File: src/rtl/mbox_pkg.sv
package mbox_pkg;

    localparam int          BUF_BYTES   = 32;
    localparam logic [6:0]  REG_ADDR_LO = 7'h3E;
    localparam logic [6:0]  REG_ADDR_HI = 7'h3F;
    localparam logic [7:0]  BUF_BASE    = 8'h40;
    localparam logic [7:0]  LEN_EXTRA   = 8'd4;

    typedef enum logic [1:0] {
        S_IDLE,
        S_FILL,
        S_VERIFY,
        S_COMMIT
    } seq_state_e;

    typedef struct packed {
        logic [15:0] base;
        logic [7:0]  expect_chk;
    } job_t;

    function automatic logic [7:0] addr_sum(input logic [15:0] a);
        return a[15:8] + a[7:0];
    endfunction

endpackage

File: src/rtl/mbox_buf.sv
module mbox_buf #(
    parameter  int DEPTH = 32,
    localparam int IW    = $clog2(DEPTH)
) (
    input  logic          clk,
    input  logic          rst,
    input  logic          host_we,
    input  logic [IW-1:0] host_widx,
    input  logic [7:0]    host_wdata,
    input  logic          fill_we,
    input  logic [IW-1:0] fill_widx,
    input  logic [7:0]    fill_wdata,
    input  logic [IW-1:0] host_ridx,
    output logic [7:0]    host_rdata,
    input  logic [IW-1:0] seq_ridx,
    output logic [7:0]    seq_rdata
);
    logic [7:0] slot_q [DEPTH];

    for (genvar g = 0; g < DEPTH; g++) begin : g_slot
        always_ff @(posedge clk) begin
            if (rst)
                slot_q[g] <= '0;
            else if (fill_we && fill_widx == IW'(g))
                slot_q[g] <= fill_wdata;
            else if (host_we && host_widx == IW'(g))
                slot_q[g] <= host_wdata;
        end
    end

    assign host_rdata = slot_q[host_ridx];
    assign seq_rdata  = slot_q[seq_ridx];

endmodule

File: src/rtl/mbox_seq.sv
module mbox_seq
    import mbox_pkg::*;
#(
    parameter  int DEPTH = 32,
    localparam int IW    = $clog2(DEPTH),
    localparam int CW    = IW + 1
) (
    input  logic          clk,
    input  logic          rst,
    input  logic          fill_go,
    input  logic          verify_go,
    input  job_t          job_in,
    input  logic [CW-1:0] count_in,
    output logic          busy,
    output logic [15:0]   mem_addr,
    output logic          mem_we,
    output logic [7:0]    mem_wdata,
    input  logic [7:0]    mem_rdata,
    output logic          buf_we,
    output logic [IW-1:0] buf_widx,
    output logic [7:0]    buf_wdata,
    output logic [IW-1:0] buf_ridx,
    input  logic [7:0]    buf_rdata,
    output logic          chk_we,
    output logic [7:0]    chk_val,
    output logic          verify_fail
);
    seq_state_e    state_q;
    logic [CW-1:0] idx_q;
    logic [CW-1:0] cnt_q;
    logic [CW-1:0] prev_idx;
    logic [7:0]    sum_q;
    job_t          job_q;
    logic          at_end;

    assign at_end   = (idx_q == cnt_q);
    assign prev_idx = idx_q - CW'(1);

    always_comb begin
        busy        = (state_q != S_IDLE);
        mem_addr    = job_q.base + 16'(idx_q);
        mem_we      = (state_q == S_COMMIT) && !at_end;
        mem_wdata   = buf_rdata;
        buf_ridx    = idx_q[IW-1:0];
        buf_we      = (state_q == S_FILL) && (idx_q != '0);
        buf_widx    = prev_idx[IW-1:0];
        buf_wdata   = mem_rdata;
        chk_we      = (state_q == S_FILL) && at_end;
        chk_val     = ~(sum_q + mem_rdata);
        verify_fail = (state_q == S_VERIFY) && at_end && (~sum_q != job_q.expect_chk);
    end

    always_ff @(posedge clk) begin
        if (rst) begin
            state_q <= S_IDLE;
            idx_q   <= '0;
            cnt_q   <= '0;
            sum_q   <= '0;
            job_q   <= '0;
        end else begin
            unique case (state_q)
                S_IDLE: begin
                    if (fill_go || verify_go) begin
                        state_q <= fill_go ? S_FILL : S_VERIFY;
                        job_q   <= job_in;
                        cnt_q   <= count_in;
                        idx_q   <= '0;
                        sum_q   <= addr_sum(job_in.base);
                    end
                end
                S_FILL: begin
                    if (at_end) begin
                        state_q <= S_IDLE;
                    end else begin
                        idx_q <= idx_q + CW'(1);
                        if (idx_q != '0)
                            sum_q <= sum_q + mem_rdata;
                    end
                end
                S_VERIFY: begin
                    if (at_end) begin
                        idx_q   <= '0;
                        state_q <= (~sum_q == job_q.expect_chk) ? S_COMMIT : S_IDLE;
                    end else begin
                        sum_q <= sum_q + buf_rdata;
                        idx_q <= idx_q + CW'(1);
                    end
                end
                S_COMMIT: begin
                    if (at_end)
                        state_q <= S_IDLE;
                    else
                        idx_q <= idx_q + CW'(1);
                end
                default: state_q <= S_IDLE;
            endcase
        end
    end

    // Writes reach memory only after a verify pass: the previous cycle was verify or commit.
    p_commit_after_verify_r5: assert property (@(posedge clk) disable iff (rst)
        mem_we |-> ($past(state_q) == S_VERIFY || $past(state_q) == S_COMMIT));

    // A failed comparison returns to idle without touching memory.
    p_fail_no_write_r6: assert property (@(posedge clk) disable iff (rst)
        verify_fail |=> (!mem_we && !busy));

endmodule

File: src/rtl/mbox_xfer_ctrl.sv
module mbox_xfer_ctrl
    import mbox_pkg::*;
#(
    parameter int         BUF_BYTES = mbox_pkg::BUF_BYTES,
    parameter logic [7:0] CMD_PAGE  = 8'h00
) (
    input  logic        clk,
    input  logic        rst,
    input  logic [6:0]  host_addr,
    input  logic        host_wr,
    input  logic        host_rd,
    input  logic [7:0]  host_wdata,
    output logic [7:0]  host_rdata,
    output logic        host_busy,
    output logic [15:0] mem_addr,
    output logic        mem_we,
    output logic [7:0]  mem_wdata,
    input  logic [7:0]  mem_rdata,
    output logic        cmd_fire,
    output logic [15:0] cmd_code,
    output logic        xfer_err
);
    localparam int         IW       = $clog2(BUF_BYTES);
    localparam int         CW       = IW + 1;
    localparam logic [7:0] BUF_END  = BUF_BASE + 8'(BUF_BYTES);
    localparam logic [6:0] REG_CHK  = BUF_END[6:0];
    localparam logic [6:0] REG_LEN  = REG_CHK + 7'd1;
    localparam logic [7:0] LEN_FULL = 8'(BUF_BYTES) + LEN_EXTRA;

    logic [15:0] sc_addr_q, next_addr;
    logic [7:0]  chk_q, len_q;
    logic        err_q, fire_q;
    logic [15:0] code_q;

    logic [7:0]    addr8, buf_off;
    logic          is_buf, acc_wr, acc_rd;
    logic          wr_lo, wr_hi, wr_buf, wr_chk, wr_len, rd_len, len_ok;
    logic          fill_go, verify_go;
    job_t          job;
    logic [CW-1:0] job_count;

    logic          seq_busy, buf_we, chk_we, verify_fail;
    logic [IW-1:0] buf_widx, seq_ridx;
    logic [7:0]    buf_wdata, chk_val, seq_rdata, buf_host_rdata;

    always_comb begin
        addr8     = {1'b0, host_addr};
        buf_off   = addr8 - BUF_BASE;
        is_buf    = (addr8 >= BUF_BASE) && (addr8 < BUF_END);
        acc_wr    = host_wr && !seq_busy;
        acc_rd    = host_rd && !host_wr && !seq_busy;
        wr_lo     = acc_wr && (host_addr == REG_ADDR_LO);
        wr_hi     = acc_wr && (host_addr == REG_ADDR_HI);
        wr_buf    = acc_wr && is_buf;
        wr_chk    = acc_wr && (host_addr == REG_CHK);
        wr_len    = acc_wr && (host_addr == REG_LEN);
        rd_len    = acc_rd && (host_addr == REG_LEN);
        len_ok    = (host_wdata >= LEN_EXTRA) && (host_wdata <= LEN_FULL);
        next_addr = sc_addr_q + 16'(BUF_BYTES);
        fill_go   = wr_hi || rd_len;
        verify_go = wr_len && len_ok;
        job.expect_chk = chk_q;
        if (wr_hi)
            job.base = {host_wdata, sc_addr_q[7:0]};
        else if (rd_len)
            job.base = next_addr;
        else
            job.base = sc_addr_q;
        job_count = fill_go ? CW'(BUF_BYTES) : CW'(host_wdata - LEN_EXTRA);
    end

    always_ff @(posedge clk) begin
        if (rst) begin
            sc_addr_q <= '0;
            chk_q     <= '0;
            len_q     <= '0;
            err_q     <= 1'b0;
            fire_q    <= 1'b0;
            code_q    <= '0;
        end else begin
            fire_q <= wr_hi && (host_wdata == CMD_PAGE);
            if (wr_hi)
                code_q <= {host_wdata, sc_addr_q[7:0]};

            if (wr_lo)
                sc_addr_q[7:0] <= host_wdata;
            else if (wr_hi)
                sc_addr_q[15:8] <= host_wdata;
            else if (rd_len)
                sc_addr_q <= next_addr;

            if (wr_len)
                len_q <= host_wdata;
            else if (fill_go)
                len_q <= LEN_FULL;

            if (chk_we)
                chk_q <= chk_val;
            else if (wr_chk)
                chk_q <= host_wdata;

            if (wr_lo || wr_hi)
                err_q <= 1'b0;
            else if ((wr_len && !len_ok) || verify_fail)
                err_q <= 1'b1;
        end
    end

    mbox_buf #(.DEPTH(BUF_BYTES)) u_buf (
        .clk        (clk),
        .rst        (rst),
        .host_we    (wr_buf),
        .host_widx  (buf_off[IW-1:0]),
        .host_wdata (host_wdata),
        .fill_we    (buf_we),
        .fill_widx  (buf_widx),
        .fill_wdata (buf_wdata),
        .host_ridx  (buf_off[IW-1:0]),
        .host_rdata (buf_host_rdata),
        .seq_ridx   (seq_ridx),
        .seq_rdata  (seq_rdata)
    );

    mbox_seq #(.DEPTH(BUF_BYTES)) u_seq (
        .clk         (clk),
        .rst         (rst),
        .fill_go     (fill_go),
        .verify_go   (verify_go),
        .job_in      (job),
        .count_in    (job_count),
        .busy        (seq_busy),
        .mem_addr    (mem_addr),
        .mem_we      (mem_we),
        .mem_wdata   (mem_wdata),
        .mem_rdata   (mem_rdata),
        .buf_we      (buf_we),
        .buf_widx    (buf_widx),
        .buf_wdata   (buf_wdata),
        .buf_ridx    (seq_ridx),
        .buf_rdata   (seq_rdata),
        .chk_we      (chk_we),
        .chk_val     (chk_val),
        .verify_fail (verify_fail)
    );

    always_comb begin
        host_rdata = '0;
        if (is_buf)
            host_rdata = buf_host_rdata;
        else if (host_addr == REG_ADDR_LO)
            host_rdata = sc_addr_q[7:0];
        else if (host_addr == REG_ADDR_HI)
            host_rdata = sc_addr_q[15:8];
        else if (host_addr == REG_CHK)
            host_rdata = chk_q;
        else if (host_addr == REG_LEN)
            host_rdata = len_q;
    end

    assign host_busy = seq_busy;
    assign cmd_fire  = fire_q;
    assign cmd_code  = code_q;
    assign xfer_err  = err_q;

    p_fill_busy_r2: assert property (@(posedge clk) disable iff (rst)
        wr_hi |=> host_busy);

    p_step_addr_r4: assert property (@(posedge clk) disable iff (rst)
        rd_len |=> (sc_addr_q == $past(sc_addr_q) + 16'(BUF_BYTES)));

    p_bad_len_r7: assert property (@(posedge clk) disable iff (rst)
        (wr_len && !len_ok) |=> (xfer_err && !host_busy));

    p_err_clear_r8: assert property (@(posedge clk) disable iff (rst)
        (wr_lo || wr_hi) |=> !xfer_err);

    p_fire_cause_r9: assert property (@(posedge clk) disable iff (rst)
        cmd_fire |-> $past(host_wr && host_addr == REG_ADDR_HI));

    p_fire_single_r9: assert property (@(posedge clk) disable iff (rst)
        cmd_fire |=> !cmd_fire);

    p_busy_hold_r10: assert property (@(posedge clk) disable iff (rst)
        (host_busy && (host_wr || host_rd)) |=> $stable(sc_addr_q));

endmodule

File: config.mk
export PLATFORM = sky130hd
export DESIGN_NAME = mbox_xfer_ctrl
export DESIGN_NICKNAME = d
export VERILOG_FILES = /design/src/rtl/mbox_pkg.sv /design/src/rtl/mbox_buf.sv /design/src/rtl/mbox_seq.sv /design/src/rtl/mbox_xfer_ctrl.sv
export SDC_FILE = /design/constraint.sdc
export NUM_CORES = 1
export LEC_CHECK = 0
export ABC_AREA = 1
export BUFFER_PORTS_ARGS = -buffer_cell sky130_fd_sc_hd__clkbuf_2
export CAP_MARGIN = 0
export CORE_ASPECT_RATIO = 0.8
export CORE_MARGIN = 2
export CORE_UTILIZATION = 45
export CTS_CLUSTER_SIZE = 30
export DETAILED_ROUTE_END_ITERATION = 6
export HOLD_SLACK_MARGIN = 0.05
export SETUP_SLACK_MARGIN = 0.3
export SLEW_MARGIN = 20
export SYNTH_ARGS = -nofsm -noshare
export SYNTH_HDL_FRONTEND = slang
export SYNTH_SLANG_ARGS = --single-unit
File: constraint.sdc
create_clock -name clk -period 7.05 [get_ports clk]
set_input_delay 1.41 -clock clk [delete_from_list [all_inputs] [get_ports clk]]
set_output_delay 1.41 -clock clk [all_outputs]
set_load 0.01 [all_outputs]
==> summary.md <==
| Metric | Value |
|---|---|
| FF+latch count, synth | `357` |
| Final setup margin | `1.623 ns` |
| Area Overhead vs Synth | `10.77%` |
| Max-slew violations | `0` |
| Post-synthesis cell count | `2535` |
| Gpl congestion | `1.028` |
| Largest area contributor in the netlist | `edfxtp_1` |
| Clk buf depth | `3` |
| Largest stage delay, worst path | `0.75 ns` |
| Pin count of the biggest net entering global routing | `82` |
| Reg-to-reg setup timing slack | `2.32 ns` |
| CP max-delay cell | `a32oi_1` |
| Failing checks | `design-rule violations` |
| PwrDens | `305.7 nW/um2` |
| CP Class | `reg2out` |
| Top post-synthesis cells by area | `edfxtp_1 37%, dfxtp_1 9.6%, nand2_1 7.7%` |
| Number of global-route vias before repair | `19100` |
| Routed len/inst | `30.73 um` |
| Top cells by count, synth | `432 x nand2_1, 303 x o21ai_0, 256 x edfxtp_1` |
| Crit start category | `register` |
| Hold Vio Cnt, Final | `0` |
| Initial antenna violation count | `3` |
| Skew-Pair Late Insertion Delay | `0.58 ns` |
| Worst Setup End Kind | `output port` |
| Clk sinks | `357` |
| Ratio of cells with drive above 1 in the final layout | `10.14%` |
| Syn Area/Cell | `8.282 um2` |
| Placement row count | `70` |
| First-pass GRT wire length | `138.2 mm` |
| Crit path cell chain | `clkinv_2 > buf_4 > buf_4 > a21oi_1 > o21ai_0 > o211ai_1 > a31oi_1 > a32oi_1 > clkbuf_2` |
| Top-count cell post-synth | `nand2_1` |
| Number of iterations in the first detailed-routing pass | `7` |
| Top cell type's share of synthesized area | `36.62%` |
| Worst EP arrival | `4.02 ns` |
| Post-CTS Hold Buffers | `0` |
| Synth cell types | `55` |
| H-tree depth | `2` |
| HPWL after DPL | `68.81 mm` |
| Num CTS Buffers | `40` |
| NumNets Final | `2609` |
| HP Class | `reg2reg` |
| Pleak | `8.704 nW` |
| MaxCap Viol Count | `0` |
| Final antenna-violating net count | `0` |
| Finish-stage setup viols | `0` |
| # DRC | `1` |
| Clk slew on worst S/H paths | `0.06 ns` |
| Final hold slack | `0.4657 ns` |
| Cell mode on critical path | `buf_4` |
| Chip height | `197.2 um` |
| HP Start | `cmd_code[9]` |
| Warnings, synthesis | `0` |
| Top_reg_cell synth | `edfxtp_1` |
| Seq/Total Area, Yosys | `46.25%` |
| TritonCTS clock tree | `built` |
| Number of buffers added on ports | `78` |
| Starting Density | `45.74%` |
| FF-to-FF path depth | `20` |
| GRT Total Usage | `39.73%` |
| Worst Hold Depth | `2` |
| WHS Endpoint | `cmd_code[9]` |
| WP data required | `5.64 ns` |
| IO Pins | `79` |
| Post-Synthesis Net Count | `2608` |
| Worst Path Max Fanout | `40` |
| Fmax | `0.1842 GHz` |
| Via-to-Cell Ratio | `6.737` |
| Final Critical Period | `5.427 ns` |
| Setup_tns | `0 ns` |
| Vias | `21410` |
| Post-place setup slack | `1.736 ns` |
| R2r endpoint | `u_seq.sum_q[5]` |
| Die span in x | `245.5 um` |
| Post-Syn Area | `20990 um2` |
| FFs w/ async S/R, synth | `0%` |
| Grt ovf | `0` |
| Crit share post-route | `76.99%` |
| Initial DRC count | `3658` |
| PostCTS Resize Cnt | `0` |
| Core Util, Final | `50.67%` |
| Die Area | `48410 um2` |
| Post-CTS Setup Bufs | `0` |
| Core Region | `45890 um2` |
| Worst VDD drop | `0.2938 mV` |
| Max_slew headroom | `19.16%` |
| Worst-case clock skew | `0.02038 ns` |
| RSZ-0062 raised after global routing | `false` |
| Slew @ Worst Pin | `1.213 ns` |
| Root buf cell | `clkbuf_16` |
| EDFF count, synth | `256` |
| DRT Wirelength | `97.65 mm` |
| Status | `finished, violations left` |
## report_power, final
part           leakage [nW]  switching, mW  total (mW)  internal (mW)
clock                 0.642          0.925        2.20           1.28
sequential             3.46          0.167        2.53           2.36
combinational          4.60           1.78        2.37          0.595
## worst max path at each step
stage | slack [ns] | endpoint
4_1_cts | 1.73 | host_rdata[6]
5_1_grt | 1.51 | mem_wdata[1]
3_3_place_gp | 1.74 | host_rdata[6]
3_5_place_dp | 1.74 | host_rdata[6]
2_1_floorplan | 2.80 | host_rdata[6]
6_report | 1.62 | mem_wdata[1]
## final cells by class
cell class              count  area [um2]
fillers                  4406       22640
multi-input cells        1826        9933
flip-flops and latches    357        9714
clock buffers              49        1086
repair buffers            133       830.8
well taps                 612       765.7
inverters                 178       676.9
clock inverters            21       242.7
diodes                      2       5.005
## critical path: cells and delay by family, from the launching register on
family	cells	cell delay, ns
DFF	1	0.61
AOI/OAI and AO/OA	5	1.38
buffers and inverters	4	1.41
## layout by cell type, fill, tap and decap left out, types with 4 or more instances in the layout
cell,instances
nand2_1,432
o21ai_0,302
edfxtp_1,256
nor2_1,218
a21oi_1,181
o22ai_1,157
inv_1,138
nand3_1,130
a22oi_1,103
dfxtp_1,99
clkbuf_2,77
buf_4,54
ha_1,42
clkbuf_16,41
o221ai_1,38
xor2_1,34
inv_2,25
o211ai_1,18
a221oi_1,16
clkinv_1,15
a31oi_1,15
nand4_1,14
a211oi_1,13
o21ai_1,12
nor3_1,11
nor2_2,9
o2111ai_1,9
nor4_1,8
xnor2_1,8
clkinv_2,7
a32oi_1,7
clkbuf_1,5
bufinv_16,5
nand2_2,4
nand2_4,4
o21bai_1,4
a22o_1,4
o31ai_1,4
fa_1,4
clkinvlp_4,4
## flip-flops by register name, summed over array words and instances (netlist names), named ones only
name / cells
sc_addr_q: 16
u_buf.slot_q: 256
chk_q: 8
u_seq.idx_q: 6
u_seq.job_q: 24
u_seq.sum_q: 8
u_seq.state_q: 2
xfer_err: 1
cmd_code: 16
len_q: 8
cmd_fire: 1
u_seq.cnt_q: 6
## per-stage QoR
step | cells | power, mW | area [um2]
after floorplan | 2535 | 3.900 | 20990
after global placement | 3106 | 4.774 | 21920
after detailed placement | 3106 | 4.811 | 21920
after CTS | 3176 | 6.987 | 23250
after global routing | 3176 | 7.329 | 23250
final | 3178 | 7.108 | 23250
## cells by family after synthesis
group,Yosys count,synth area share (%)
AO/OA/AOI/OAI,892,25.53
AND/OR/NAND/NOR,846,17.09
flip-flops,357,46.25
buffers and inverters,352,6.496
adder cells (fa/ha/maj),46,2.885
XOR/XNOR,42,1.752
## metal layers
| metal | GRT usage [%] | part of all wire [%] | vias to the layer above |
|---|---|---|---|
| met5 | 0 | 0 | - |
| met1 | 58.41 | 41 | 10260 |
| met3 | 13.07 | 16 | 228 |
| met2 | 54.85 | 40 | 1714 |
| met4 | 12.08 | 3.3 | 0 |
| li1 | - | - | 9206 |
Power figures use the tool's default switching activity.
